[src/rtl/cdn_pkg.sv]
// Package cdn_pkg
// Shared constants and types for the clock output divider network.
// Assumes the chain is exactly three bits: double, main and half rate.
package cdn_pkg;
    localparam int CHAIN_W  = 3;
    localparam int DBL_BIT  = 0;
    localparam int MAIN_BIT = 1;
    localparam int HALF_BIT = 2;

    typedef logic [CHAIN_W-1:0] chain_t;
endpackage

[src/rtl/cdn_tick_gen.sv]
// Module cdn_tick_gen
// Produces the step strobe for the divider logic. With the oscillator path
// on, it strobes every cycle. With it off, it strobes once per rising edge
// of the selected sync input, sampled in the oscillator clock domain.
// Assumes the sync inputs are slow compared with osc_clk.
module cdn_tick_gen (
    input  logic osc_clk,
    input  logic osc_path_en,
    input  logic ref_sel,
    input  logic sync_a,
    input  logic sync_b,
    output logic tick
);
    logic sync_sel;
    logic sync_prev;

    // Purpose: 2:1 selection of the sync source.
    always_comb sync_sel = ref_sel ? sync_b : sync_a;

    // Purpose: remember the last sampled sync level. There is deliberately no
    // reset, so a level that is already high at release is not taken as an edge.
    always_ff @(posedge osc_clk) begin
        sync_prev <= sync_sel;
    end

    // Purpose: choose between the free-running strobe and the sync-edge strobe.
    always_comb tick = osc_path_en ? 1'b1 : (sync_sel & ~sync_prev);
endmodule

[src/rtl/cdn_prescale.sv]
// Module cdn_prescale
// Optional divide-by-two ahead of the chain. When div_sel is high, only
// every second step strobe is passed on, starting with the second one
// after reset. Assumes a synchronous active-low reset.
module cdn_prescale (
    input  logic osc_clk,
    input  logic rst_n,
    input  logic tick,
    input  logic div_sel,
    output logic adv
);
    logic phase_q;

    // Purpose: toggle the halving phase on each step strobe.
    always_ff @(posedge osc_clk) begin
        if (!rst_n) begin
            phase_q <= 1'b0;
        end else if (tick) begin
            phase_q <= ~phase_q;
        end
    end

    // Purpose: pass every strobe, or only those on the odd phase.
    always_comb adv = tick & (~div_sel | phase_q);
endmodule

[src/rtl/cdn_divchain.sv]
// Module cdn_divchain
// Binary divider chain. Each bit runs at half the rate of the bit below it.
// It is cleared synchronously, so every output starts from a known phase.
module cdn_divchain
    import cdn_pkg::*;
(
    input  logic   osc_clk,
    input  logic   rst_n,
    input  logic   adv,
    output chain_t chain
);
    // Purpose: step the chain once per advance strobe.
    always_ff @(posedge osc_clk) begin
        if (!rst_n) begin
            chain <= '0;
        end else if (adv) begin
            chain <= chain + CHAIN_W'(1);
        end
    end
endmodule

[src/rtl/cdn_outstage.sv]
// Module cdn_outstage
// Maps the chain bits onto the output set. It applies the test-mode
// polarity flip, fans out the main rate and drives the enables.
// Purely combinational; assumes chain comes straight from flops.
module cdn_outstage
    import cdn_pkg::*;
#(
    parameter int NUM_MAIN = 5
) (
    input  chain_t                chain,
    input  logic                  osc_path_en,
    input  logic                  oe_rst_n,
    output logic [NUM_MAIN-1:0]   q_main,
    output logic                  q_inv,
    output logic                  q_dbl,
    output logic                  q_half,
    output logic [NUM_MAIN+2:0]   out_en
);
    localparam int NUM_OUT = NUM_MAIN + 3;

    logic flip;
    logic main_lvl;

    // Purpose: test mode inverts every clock output.
    always_comb flip = ~osc_path_en;

    // Purpose: rate outputs taken from the chain bits.
    always_comb begin
        main_lvl = chain[MAIN_BIT] ^ flip;
        q_dbl    = chain[DBL_BIT]  ^ flip;
        q_half   = chain[HALF_BIT] ^ flip;
        q_inv    = ~main_lvl;
    end

    // Purpose: fan out the main rate to each in-phase output.
    for (genvar g = 0; g < NUM_MAIN; g++) begin : g_main
        assign q_main[g] = main_lvl;
    end

    // Purpose: every output is enabled exactly when not in reset.
    always_comb out_en = {NUM_OUT{oe_rst_n}};
endmodule

[src/rtl/clk_div_network.sv]
// Module clk_div_network (top)
// Derives double, main, inverted-main and half-rate clocks from osc_clk,
// with optional extra halving and a sync-driven test mode. Assumes the
// oscillator is modelled as a digital clock and all state shares osc_clk.
module clk_div_network
    import cdn_pkg::*;
#(
    parameter int NUM_MAIN = 5
) (
    input  logic                osc_clk,
    input  logic                oe_rst_n,
    input  logic                osc_path_en,
    input  logic                ref_sel,
    input  logic                sync_a,
    input  logic                sync_b,
    input  logic                div_sel,
    output logic [NUM_MAIN-1:0] q_main,
    output logic                q_inv,
    output logic                q_dbl,
    output logic                q_half,
    output logic [NUM_MAIN+2:0] out_en
);
    logic   tick;
    logic   adv;
    chain_t chain;

    cdn_tick_gen u_tick (
        .osc_clk     (osc_clk),
        .osc_path_en (osc_path_en),
        .ref_sel     (ref_sel),
        .sync_a      (sync_a),
        .sync_b      (sync_b),
        .tick        (tick)
    );

    cdn_prescale u_pre (
        .osc_clk (osc_clk),
        .rst_n   (oe_rst_n),
        .tick    (tick),
        .div_sel (div_sel),
        .adv     (adv)
    );

    cdn_divchain u_chain (
        .osc_clk (osc_clk),
        .rst_n   (oe_rst_n),
        .adv     (adv),
        .chain   (chain)
    );

    cdn_outstage #(.NUM_MAIN(NUM_MAIN)) u_out (
        .chain       (chain),
        .osc_path_en (osc_path_en),
        .oe_rst_n    (oe_rst_n),
        .q_main      (q_main),
        .q_inv       (q_inv),
        .q_dbl       (q_dbl),
        .q_half      (q_half),
        .out_en      (out_en)
    );
endmodule

[config.mk]
export PLATFORM = sky130hd
export DESIGN_NAME = clk_div_network
export DESIGN_NICKNAME = d
export VERILOG_FILES = /design/src/rtl/cdn_pkg.sv /design/src/rtl/cdn_tick_gen.sv /design/src/rtl/cdn_prescale.sv /design/src/rtl/cdn_divchain.sv /design/src/rtl/cdn_outstage.sv /design/src/rtl/clk_div_network.sv
export SDC_FILE = /design/constraint.sdc
export NUM_CORES = 1
export LEC_CHECK = 0
export ABC_CLOCK_PERIOD_IN_PS = 1400
export BUFFER_PORTS_ARGS = -buffer_cell sky130_fd_sc_hd__buf_2
export CAP_MARGIN = 0
export CORE_AREA = 2 2 39 41
export CTS_BUF_LIST = sky130_fd_sc_hd__clkbuf_8 sky130_fd_sc_hd__clkbuf_16
export DETAILED_ROUTE_END_ITERATION = 12
export DIE_AREA = 0 0 41 43
export PLACE_DENSITY = 0.59
export SYNTH_ARGS = -nofsm -noshare
export SYNTH_HDL_FRONTEND = slang
export SYNTH_SLANG_ARGS = --single-unit
[constraint.sdc]
create_clock -name osc_clk -period 1.4 [get_ports osc_clk]
set_clock_uncertainty 0.15 [all_clocks]
set_input_delay 0.21 -clock osc_clk [delete_from_list [all_inputs] [get_ports osc_clk]]
set_output_delay 0.21 -clock osc_clk [all_outputs]
set_load 0.01 [all_outputs]
==> impl_metrics.py <==
metrics = {
    "grt": {
        "grt_pass1_vias": 253,
        "grt_overflow": 0,
        "antenna_found_initial": 0,
        "track_usage_pct": 9.44,
        "grt_pass1_wl_mm": 1.06,
        "grt_max_degree": 17,
    },
    "clock_network": {
        "clk_pin_slew_ns": 0.04,
        "cts-root-buf": "clkbuf_8",
        "cts_tree": "built",
        "clkSinkCount": 5,
        "insertion_delay_ns": 0.22,
        "postCtsSetupBuffers": 0,
        "htreeDepth": 1,
        "hold_buffers": 0,
        "cts_buffers": 3,
        "clock_path_buffers": 2,
    },
    "synthesis": {
        "synth_flop_cell": "dfxtp_1",
        "syn_area_per_cell_um2": 8.73,
        "synth-async-reset-ratio_pct": 0,
        "netlist_area_um2": 384,
        "yosysUniqueCellTypes": 12,
        "yosysWarnings": 0,
        "syn-num-nets": 52,
        "ys_seq_area_share_pct": 26.1,
        "synth_seq_cells": 5,
        "synth_cells": 44,
        "synth_top_area_share_pct": 26.1,
        "synth_area_leaders": "dfxtp_1 (26%), buf_4 (25%), mux2i_1 (13%)",
        "netlist_top_cells_count": "buf_4 (13), dfxtp_1 (5), mux2i_1 (5), nand2_1 (5), inv_1 (4)",
        "synth.most_common_cell": "buf_4",
        "yosys.area.top_type": "dfxtp_1",
        "synth_edf_count": 0,
    },
    "drt": {
        "wl_per_cell_um": 9.07,
        "via_count": 303,
        "firstDrtPassIters": 2,
        "drt-initial-drc-count": 6,
        "totalWireLength_um": 671,
        "final_antenna_net_count": 0,
        "vias_per_cell": 4.09,
        "drc": 0,
    },
    "timing": {
        "max_freq_mhz": 759,
        "finalCritPeriodShare_pct": 94.1,
        "relSlewSlack_pct": 74.1,
        "setup_tns_ns": 0,
        "hold_viol": 0,
        "timing.hold.ws_ns": 0.144,
        "fin_ws_ns": 0.0825,
        "rsz0062_at_grt": "no",
        "fin_crit_ns": 1.32,
        "worst_pin_slew_ns": 0.378,
        "finalSetupViolations": 0,
        "maxSlewViolCount": 0,
    },
    "finish": {
        "final_nets": 67,
        "num_antenna_cells": 0,
        "instances_no_fill": 74,
        "area_delta_synth_final_pct": 26.4,
        "n_fill_cell": 143,
        "layout-drive-gt1-share_pct": 53.4,
    },
    "min_path": {
        "min_from": "sync_a",
        "min_path_cells": 3,
        "hold_path.class": "in -> reg",
        "worst_hold_path.endpoint": "u_tick.sync_prev$_DFF_P_",
    },
    "setup_path": {
        "reg2reg_slack_ns": 0.15,
        "r2r-start": "u_pre.phase_q$_SDFFE_PN0P_",
        "critPathRequiredTime_ns": 1.04,
        "criticalPathCategory": "reg -> out",
        "path_max_fanout": 3,
        "rr_endpoint": "u_chain.chain[2]$_SDFFE_PN0P_",
        "reg2reg_depth": 3,
        "cp-end-kind": "output port",
        "worst_ep_arrival_time_ns": 0.96,
        "cp-start-kind": "flip-flop",
    },
    "floorplanning": {
        "ios": 23,
        "core.rowCount": 14,
        "die_y_um": 43,
        "start_util_pct": 27.8,
        "die_w_um": 41,
        "dieArea_mm2": 0.00176,
        "core_region_area_mm2": 0.00138,
    },
    "placed_design": {
        "dp.cells": 70,
        "hpwl_um": 513,
        "port_buffers": 22,
        "place_congestion": 0.582,
        "post-place-ws_ns": 0.0147,
    },
    "run_status": {
        "outcome": "completed",
    },
    "pwr": {
        "power_density_mw_per_mm2": 1200,
        "p_leak_nw": 0.249,
        "ir_drop_mv": 0.282,
    },
    "run": {
        "maxCapViolCount": 0,
    },
}
-- metrics by stage --
| stage | utilization [%] | instance area (um^2) | total power [mW] |
|---|---|---|---|
| 2_1_floorplan | - | 384 | 0.291 |
| 4_1_cts | 34.4 | 477 | 0.588 |
| 3_5_place_dp | 30.7 | 424 | 0.316 |
| 5_1_grt | 35.1 | 485 | 0.624 |
| 6_report | 35.1 | 485 | 0.581 |
| 3_3_place_gp | 30.7 | 424 | 0.312 |
-- layout make-up --
cell class / count / area (um^2) / area share [%]
multi-input combinational: 22 / 186 / 38.4
timing repair buffer: 23 / 118 / 24.2
sequential: 5 / 101 / 20.9
clock buffer: 3 / 41.3 / 8.51
tap: 16 / 20.0 / 4.12
inverter: 4 / 15.0 / 3.09
clock inverter: 1 / 3.75 / 0.773
-- layer usage --
metal  vias up  wire length [um]  part of all wire [%]  global-route usage, %
met5         -                 0                     0                      0
met1       125               256                    38                   10.3
met3         2                81                    12                   3.14
met2        21               318                    47                   12.8
li1        155                 -                     -                      -
met4         0                15                   2.2                   10.0
-- worst max path at each step --
stage / endpoint / startpoint
after floorplan: q_main[0] / u_chain.chain[1]$_SDFFE_PN0P_
after global placement: u_chain.chain[2]$_SDFFE_PN0P_ / ref_sel
after detailed placement: u_chain.chain[2]$_SDFFE_PN0P_ / ref_sel
after CTS: q_inv / u_chain.chain[1]$_SDFFE_PN0P_
after global routing: q_inv / u_chain.chain[1]$_SDFFE_PN0P_
final: q_dbl / u_chain.chain[0]$_SDFFE_PN0P_
-- worst max-delay path: stages (launching register included) --
cell,delay [ns]
dfxtp_1,0.30
buf_4,0.15
xnor2_2,0.14
buf_2,0.15
-- state kept, by name, summed over array words and instances (netlist names) --
register	cells
u_tick.sync_prev	1
u_chain.chain	3
u_pre.phase_q	1
-- cell families (layout without fill, tap and decap cells) --
| family | count (synthesis) | after routing | synth area share (%) |
|---|---|---|---|
| xor+xnor | 3 | 3 | 6.84 |
| flops | 5 | 5 | 26.1 |
| fa+ha+maj | 1 | 1 | 3.26 |
| compound gates | 3 | 3 | 8.47 |
| buf+inv | 17 | 31 | 29.3 |
| mux | 5 | 5 | 13.0 |
| simple gates | 10 | 10 | 13.0 |
-- layout by cell type, fill, tap and decap left out --
cell type,Yosys,layout
buf_4,13,1
buf_2,0,22
xnor2_2,0,2
o21ai_0,1,1
nand2b_1,3,3
dfxtp_2,0,1
nand2_1,5,5
a2111oi_2,1,1
mux2i_1,5,5
a211oi_2,1,1
dfxtp_1,5,4
ha_1,1,1
inv_1,4,5
xnor2_1,3,1
clkbuf_8,0,3
nor2b_1,2,2
-- power breakdown --
part	switching, mW	internal, mW	leakage (nW)
Combinational	0.0806	0.0741	0.181
Clock	0.0709	0.188	0.0269
Sequential	0.00998	0.157	0.0417
-- repair_timing --
action,in CTS,in global routing
gates resized for setup,1,2
endpoints found under the setup margin,6,7
pin swaps,0,1
No activity file was read; power rests on OpenSTA's default activity.
